### src/rtl/clock_victim_picker.sv
module clock_victim_picker #(
  parameter int NUM_FRAMES = 16,
  localparam int IDX_W = $clog2(NUM_FRAMES)
) (
  input  logic             clk,
  input  logic             rst_n,
  input  logic             upd_valid,
  input  logic [IDX_W-1:0] upd_idx,
  input  logic             upd_write,
  input  logic             req_valid,
  input  logic             prefer_clean,
  output logic             req_ready,
  output logic             victim_done,
  output logic [IDX_W-1:0] victim_idx
);
  localparam logic [IDX_W-1:0] LAST = IDX_W'(NUM_FRAMES - 1);

  logic [NUM_FRAMES-1:0] ref_q, dirty_q;
  logic [IDX_W-1:0] ptr_q, cur_q, steps_q, idx_q;
  logic busy_q, pass_q, clean_q, done_q;

  logic hit_cur, cur_ref, want_clean, found;
  logic [IDX_W-1:0] cur_nxt, ptr_nxt;

  assign hit_cur    = upd_valid && (upd_idx == cur_q);
  assign cur_ref    = ref_q[cur_q] | hit_cur;
  assign want_clean = clean_q && !pass_q;
  assign found      = busy_q && !cur_ref && !(want_clean && dirty_q[cur_q]);
  assign cur_nxt    = (cur_q == LAST) ? '0 : cur_q + 1'b1;
  assign ptr_nxt    = (ptr_q == LAST) ? '0 : ptr_q + 1'b1;

  assign req_ready   = !busy_q;
  assign victim_done = done_q;
  assign victim_idx  = idx_q;

  always_ff @(posedge clk) begin
    if (!rst_n) begin
      ref_q   <= '0;
      dirty_q <= '0;
    end else begin
      for (int i = 0; i < NUM_FRAMES; i++) begin
        if (upd_valid && upd_idx == IDX_W'(i)) begin
          ref_q[i] <= 1'b1;
          if (upd_write) dirty_q[i] <= 1'b1;
        end else if (busy_q && cur_q == IDX_W'(i)) begin
          if (found) dirty_q[i] <= 1'b0;
          else       ref_q[i]   <= 1'b0;
        end
      end
    end
  end

  always_ff @(posedge clk) begin
    if (!rst_n) begin
      busy_q  <= 1'b0;
      pass_q  <= 1'b0;
      clean_q <= 1'b0;
      done_q  <= 1'b0;
      ptr_q   <= LAST;
      cur_q   <= '0;
      steps_q <= '0;
      idx_q   <= '0;
    end else begin
      done_q <= 1'b0;
      if (!busy_q) begin
        if (req_valid) begin
          busy_q  <= 1'b1;
          cur_q   <= ptr_nxt;
          steps_q <= '0;
          pass_q  <= 1'b0;
          clean_q <= prefer_clean;
        end
      end else if (found) begin
        busy_q <= 1'b0;
        ptr_q  <= cur_q;
        idx_q  <= cur_q;
        done_q <= 1'b1;
      end else begin
        cur_q   <= cur_nxt;
        steps_q <= steps_q + 1'b1;
        if (want_clean && steps_q == LAST) pass_q <= 1'b1;
      end
    end
  end
endmodule

### config.mk
export PLATFORM = sky130hd
export DESIGN_NAME = clock_victim_picker
export DESIGN_NICKNAME = d
export VERILOG_FILES = /design/src/rtl/clock_victim_picker.sv
export SDC_FILE = /design/constraint.sdc
export NUM_CORES = 1
export LEC_CHECK = 0
export BUFFER_PORTS_ARGS = -buffer_cell sky130_fd_sc_hd__buf_2
export CORE_MARGIN = 4
export CORE_UTILIZATION = 57
export DETAILED_ROUTE_END_ITERATION = 12
export HOLD_SLACK_MARGIN = 0.1
export PLACE_DENSITY_LB_ADDON = 0.12
export SETUP_SLACK_MARGIN = 0.4
export SYNTH_ARGS = -nofsm -noshare
export SYNTH_HDL_FRONTEND = slang
export SYNTH_SLANG_ARGS = --single-unit
### constraint.sdc
create_clock -name clk -period 5.5 [get_ports clk]
set_input_delay 1.1 -clock clk [delete_from_list [all_inputs] [get_ports clk]]
set_output_delay 1.1 -clock clk [all_outputs]
set_load 0.1 [all_outputs]
==> results of run 1 <==
[state kept, by name, summed over array words and instances (netlist names)]
register and flops:
ref_q 16, victim_idx 4, cur_q 4, busy_q 1, steps_q 4, dirty_q 16, ptr_q 4, clean_q 1
pass_q 1, victim_done 1
[worst min-delay path, cell delays in order (launching register included)]
cell and delay, ns:
dfxtp_1 0.32, o31ai_1 0.06, a21oi_1 0.06
[synth_stat cells, types with 6 or more instances]
library cell	instances
nor3_1	23
nand3_1	10
clkbuf_1	11
ha_1	6
nand2_1	19
inv_1	11
o211ai_1	6
a211oi_1	17
dfxtp_1	52
o21ai_0	33
a311oi_1	7
a21oi_1	24
buf_2	6
nor2_1	46
[area by class of cell]
class	instances	share of cell area
flip-flops and latches	52	0.345
well taps	67	0.0278
clock buffers	6	0.0240
multi-input cells	252	0.561
repair buffers	16	0.0274
inverters	11	0.0137
clock inverters	1	0.00166
[metal layers]
metal | vias to the layer above | part of all wire | wire [µm] | GRT usage
li1 | 1268 | - | - | -
met1 | 1271 | 0.45 | 3500 | 0.364
met2 | 122 | 0.46 | 3580 | 0.393
met3 | 9 | 0.074 | 570 | 0.0476
met4 | 0 | 0.013 | 98 | 0.0928
met5 | - | 0 | 0 | 0
[stage by stage]
step | instance area [µm²] | instances | setup slack [ns] | hold slack (ns) | util
after CTS | 3020 | 405 | 2.18 | 0.477 | 0.626
after detailed placement | 2940 | 398 | 2.20 | 0.464 | 0.610
after global routing | 3020 | 405 | 1.95 | 0.499 | 0.626
after floorplan | 2900 | 338 | 2.83 | 0.450 | -
final | 3020 | 405 | 2.15 | 0.476 | 0.626
after global placement | 2940 | 398 | 2.39 | 0.465 | 0.610
[worst min path at each step]
stage	end	cells after the start	startpoint	slack, ns
after floorplan	clean_q	2	clean_q	0.45
after global placement	victim_idx[0]	2	victim_idx[0]	0.47
after detailed placement	victim_idx[2]	2	victim_idx[2]	0.46
after CTS	victim_idx[2]	2	victim_idx[2]	0.48
after global routing	victim_idx[2]	2	victim_idx[2]	0.50
final	victim_idx[2]	2	victim_idx[2]	0.48
[report_power, final]
| part | internal [W] | switching [W] |
|---|---|---|
| combinational | 0.0000528 | 0.000109 |
| sequential | 0.000391 | 0.0000291 |
| clock | 0.0000870 | 0.000127 |
| total | 0.000531 | 0.000266 |
[cell families after synthesis]
kind of cell | Yosys count | share of synthesized area
and+or+nand+nor | 123 | 0.220
DFF | 52 | 0.360
AOI/OAI and AO/OA | 108 | 0.245
adders and majority gates | 6 | 0.0259
buffers and inverters | 34 | 0.0583
xor gates and xnor gates | 5 | 0.0151
muxes | 10 | 0.0761
==> summary.md, run 1 <==
| Metric | Value |
|---|---|
| Worst vdd rail ir drop | `around 210 µV` |
| Diodes inserted | `0` |
| Routed vias | `between 2000 and 3000` |
| CTS sink count | `52` |
| R2R Path Start | `cur_q[0]` |
| Gr usage total | `0.258` |
| DIE AREA | `6280 µm²` |
| Clk_skew | `0.00677 ns` |
| Critical Path Start | `cur_q[0]` |
| DRT antenna net count | `0` |
| Synth Flop Type | `dfxtp_1` |
| CTS HTree Levels | `2` |
| Critical Path End Type | `flop` |
| Syn Std Cell Area | `2900 µm²` |
| Footprint of the multi-input gates | `1690 µm²` |
| Post-CTS Setup Repair Bufs | `0` |
| CTS buffer count | `5` |
| Via-to-Cell Ratio | `6.59` |
| Layout cells sized above 1 | `0.112` |
| CP max-delay cell | `nor3_1` |
| CTS tree | `built` |
| Slew headroom | `0.458` |
| Vias in the first global route | `~2400` |
| NumNets Final | `354` |
| DR WL/cell | `19.1 µm` |
| Pwr per Cell Area | `264 nW/µm²` |
| Largest net degree at the start of global routing | `47` |
| Setup TNS | `0 ns` |
| Num rows | `25` |
| Initial cell density of the core | `0.601` |
| Fillers | `460` |
| Die height | `~80 µm` |
| DR iter-0 viols | `about 330` |
| Post-synthesis net count | `roughly 350` |
| Slew at the pin closest to its max-slew limit | `a little over 0.8 ns` |
| Critical Path, Cell by Cell | `mux4_1 > nand2_1 > nand4_1 > nor3_1 > o211ai_1` |
| IO Count | `16` |
| Startpoint Class | `flop` |
| Grt total ovfl | `0` |
| Post-Syn Area per Cell | `8.57 µm²` |
| R2R Path End | `ptr_q[2]` |
| Pleak | `1.06 nW` |
| Flops & latches, synth | `52` |
| Area fraction of the dominant cell type after synthesis | `0.360` |
| Count of flip-flops with a built-in enable after synthesis | `0` |
| Ys async rst share | `0` |
| Yosys cell types | `50` |
| Crit path to | `ptr_q[2]` |
| TritonRoute pass-1 iters | `5` |
| Hold Crit Class | `flop to flop` |
| Synthesized instance count | `338` |
| CP bufs+invs | `0` |
| Dominant cells by area after synthesis | `dfxtp_1 36%, nor2_1 6.0%, o21ai_0 5.7%, mux4_1 4.5%, a211oi_1 4.4%` |
| Clk_lat worst skew | `0.31 ns` |
| Critical Path RT | `5.64 ns` |
| YS warnings | `0` |
| Most frequent cells in the layout | `52 x dfxtp_1, 46 x nor2_1, 33 x o21ai_0` |
| Worst-path clk slew | `0.09 ns` |
| Number of remaining DRC errors | `0` |
| Final Hold Viols | `0` |
| CTS max path bufs | `2` |
| FMAX | `299 MHz` |
| Critical path class | `flop to flop` |
| PortBufs | `15` |
| Synth area leader | `dfxtp_1` |
| First-pass GRT wire length | `12600 µm` |
| Cts-stage hold buffer count | `0` |
| Final wirelength | `a little under 8000 µm` |
| Delay-heaviest family, CP | `simple AND/OR/NAND/NOR gates` |
| Worst path depth | `5` |
| GPL Wtd Cong | `0.868` |
| RSZ-0062 raised after global routing | `no` |
| Core footprint | `4820 µm²` |
| Crit path DAT | `3.49 ns` |
| Critical path's largest stage delay | `0.82 ns` |
| DIE WIDTH | `79.3 µm` |
| HPWL after detailed placement | `around 5300 µm` |
| PostCTS Resize Cnt | `0` |
| Status | `completed` |
| Final period util | `0.609` |
| Crit Path Max Fanout | `14` |
| Root Buffer | `clkbuf_8` |
| Area growth from synthesis to layout | `4.23%` |
| Most common cell after layout, fill and taps aside | `dfxtp_1` |
| R2R depth | `5` |
| Setup violators final | `0` |
| Period minus WS final | `3.35 ns` |
| Post-synthesis sequential area ratio | `0.360` |
| Antenna violations before repair | `0` |
| Final Max Slew Viols | `0` |
| Max-Cap Viols | `0` |
| Final Power | `0.000797 W` |
| Register Area | `1040 µm²` |
| R2R Setup Slk | `between 2 and 2.5 ns` |
Power figures use the tool's default switching activity.
==> run 2: changes to the inputs <==
==> constraint.sdc (replaced) <==
create_clock -name clk -period 3.4 [get_ports clk]
set_input_delay 0.68 -clock clk [delete_from_list [all_inputs] [get_ports clk]]
set_output_delay 0.68 -clock clk [all_outputs]
set_load 0.1 [all_outputs]
==> summary.md, run 2 (synthesis results as in run 1) <==
| Metric | Value |
|---|---|
| Status | `completed (unchanged)` |
| Slew headroom | `0.185 (was 0.458)` |
| Vias in the first global route | `2412 (was 2420)` |
| Placed Area | `2970 µm² (was 2940 µm²)` |
| Hold path start | `victim_idx[2] (unchanged)` |
| GPL Wtd Cong | `0.925 (was 0.868)` |
| Antenna violations before repair | `0 (unchanged)` |
| NumNets Final | `358 (was 354)` |
| Routed vias | `2694 (was 2670)` |
| CTS sink count | `52 (unchanged)` |
| Largest net degree at the start of global routing | `46 (was 47)` |
| Final period util | `0.809 (was 0.609)` |
| Setup TNS | `0 ns (unchanged)` |
| Final Max Slew Viols | `0 (unchanged)` |
| Non-Filler Cell Area, Final | `3050 µm² (was 3020 µm²)` |
| Setup ws final | `0.650 ns (was 2.15 ns)` |
| Hold depth | `2 (unchanged)` |
| R2R Path End | `pass_q (was ptr_q[2])` |
| Final wirelength | `7400 µm (was 7750 µm)` |
| R2R Path Start | `cur_q[0] (unchanged)` |
| Slew at the pin closest to its max-slew limit | `1.22 ns (was 0.810 ns)` |
| Root Buffer | `clkbuf_8 (unchanged)` |
| Most frequent cells in the layout | `52 x dfxtp_1, 46 x nor2_1, 33 x o21ai_0 (unchanged)` |
| PortBufs | `15 (unchanged)` |
| Max-Cap Viols | `0 (unchanged)` |
| Number of remaining DRC errors | `0 (unchanged)` |
| Worst-path clk slew | `0.09 ns (about the same)` |
| Clk_skew | `0.00679 ns (was 0.00677 ns)` |
| Clk_lat worst skew | `0.31 ns (about the same)` |
| Critical path class | `flop to flop (unchanged)` |
| Critical Path RT | `3.61 ns (was 5.64 ns)` |
| R2R Setup Slk | `0.65 ns (was 2.15 ns)` |
| Diodes inserted | `0 (unchanged)` |
| Setup violators final | `0 (unchanged)` |
| Grt total ovfl | `0 (unchanged)` |
| Die height | `79.3 µm (unchanged)` |
| Final Hold Viols | `0 (unchanged)` |
| CTS max path bufs | `2 (unchanged)` |
| DIE WIDTH | `79.3 µm (unchanged)` |
| Worst Hold Endpoint | `victim_idx[2] (unchanged)` |
| Pleak | `1.08 nW (was 1.06 nW)` |
| Initial cell density of the core | `0.601 (unchanged)` |
| R2R depth | `6 (was 5)` |
| Pre-CTS setup slack | `0.689 ns (was 2.20 ns)` |
| Period minus WS final | `2.75 ns (was 3.35 ns)` |
| PostCTS Resize Cnt | `0 (unchanged)` |
| Largest registers | `dirty_q (16), ref_q (16) (unchanged)` |
| Layout cells sized above 1 | `0.123 (was 0.112)` |
| HPWL after detailed placement | `5240 µm (was 5300 µm)` |
| Hold Crit Class | `flop to flop (unchanged)` |
| Fillers | `419 (was 460)` |
| Crit Path Max Fanout | `11 (was 14)` |
| Placed Instances | `402 (was 398)` |
| Post-CTS Setup Repair Bufs | `0 (unchanged)` |
| Most common cell after layout, fill and taps aside | `dfxtp_1 (unchanged)` |
| Via-to-Cell Ratio | `6.59 (about the same)` |
| CTS HTree Levels | `2 (unchanged)` |
| Critical Path End Type | `flop (unchanged)` |
| DR WL/cell | `18.1 µm (was 19.1 µm)` |
| DR iter-0 viols | `188 (was 326)` |
| Gr usage total | `0.248 (was 0.258)` |
| IO Count | `16 (unchanged)` |
| FMAX | `364 MHz (was 299 MHz)` |
| DIE AREA | `6280 µm² (unchanged)` |
| DRT antenna net count | `0 (unchanged)` |
| RSZ-0062 raised after global routing | `no (unchanged)` |
| Core footprint | `4820 µm² (unchanged)` |
| CTS buffer count | `5 (unchanged)` |
| First-pass GRT wire length | `12200 µm (was 12600 µm)` |
| Crit path DAT | `2.96 ns (was 3.49 ns)` |
| TritonRoute pass-1 iters | `5 (unchanged)` |
| Fin cells | `409 (was 405)` |
| Area growth from synthesis to layout | `5.27% (was 4.23%)` |
| Cts-stage hold buffer count | `0 (unchanged)` |
| Num rows | `25 (unchanged)` |
| Final Power | `0.00129 W (was 0.000797 W)` |
| Pwr per Cell Area | `422 nW/µm² (was 264 nW/µm²)` |
| Worst vdd rail ir drop | `292 µV (was 206 µV)` |
| CTS tree | `built (unchanged)` |
| Startpoint Class | `flop (unchanged)` |
run 2: power breakdown:
part	leakage (nW)	switching (W)	total, W	internal, W
logic	0.619	0.000189	0.000281	0.0000921
clock network	0.0410	0.000198	0.000338	0.000141
registers	0.422	0.0000327	0.000666	0.000633
total	1.08	0.000420	0.00129	0.000866
run 2: metrics by stage:
step	hold slack [ns]	util
global placement	0.463	0.617
global route	0.518	0.633
CTS	0.479	0.633
floorplan	0.450	-
finish	0.477	0.633
detailed placement	0.460	0.617
run 2: worst max path at each step:
stage,endpoint,cells after the start,from,slack [ns]
6_report,pass_q,6,cur_q[0],0.65
5_1_grt,pass_q,6,cur_q[0],0.42
4_1_cts,pass_q,6,cur_q[0],0.67
3_5_place_dp,pass_q,6,cur_q[0],0.69
3_3_place_gp,dirty_q[15],7,cur_q[0],0.78
2_1_floorplan,steps_q[1],6,busy_q,0.86
run 2: routing by layer:
layer | track usage | vias to the layer above | wire, µm
met1 | 0.363 | 1289 | 3370
met5 | 0 | - | 0
met2 | 0.370 | 120 | 3360
met4 | 0.0825 | 0 | 138
met3 | 0.0420 | 14 | 524
li1 | - | 1271 | -
run 2: worst max-delay path: stages (launching register included):
cell and delay, ns:
dfxtp_1 0.45, buf_4 0.24, mux4_1 0.24, nand3_1 0.11, a311oi_2 1.06, nor3_1 0.18, o41ai_1 0.38
run 2: cell type report:
cell class	count	area, µm²	area share
Inverter	11	41.3	0.0135
Sequential cell	52	1040	0.342
Tap cell	67	83.8	0.0275
Multi-Input combinational cell	252	1690	0.555
Clock buffer	6	72.6	0.0238
Clock inverter	1	5.00	0.00164
Timing Repair Buffer	20	113	0.0369
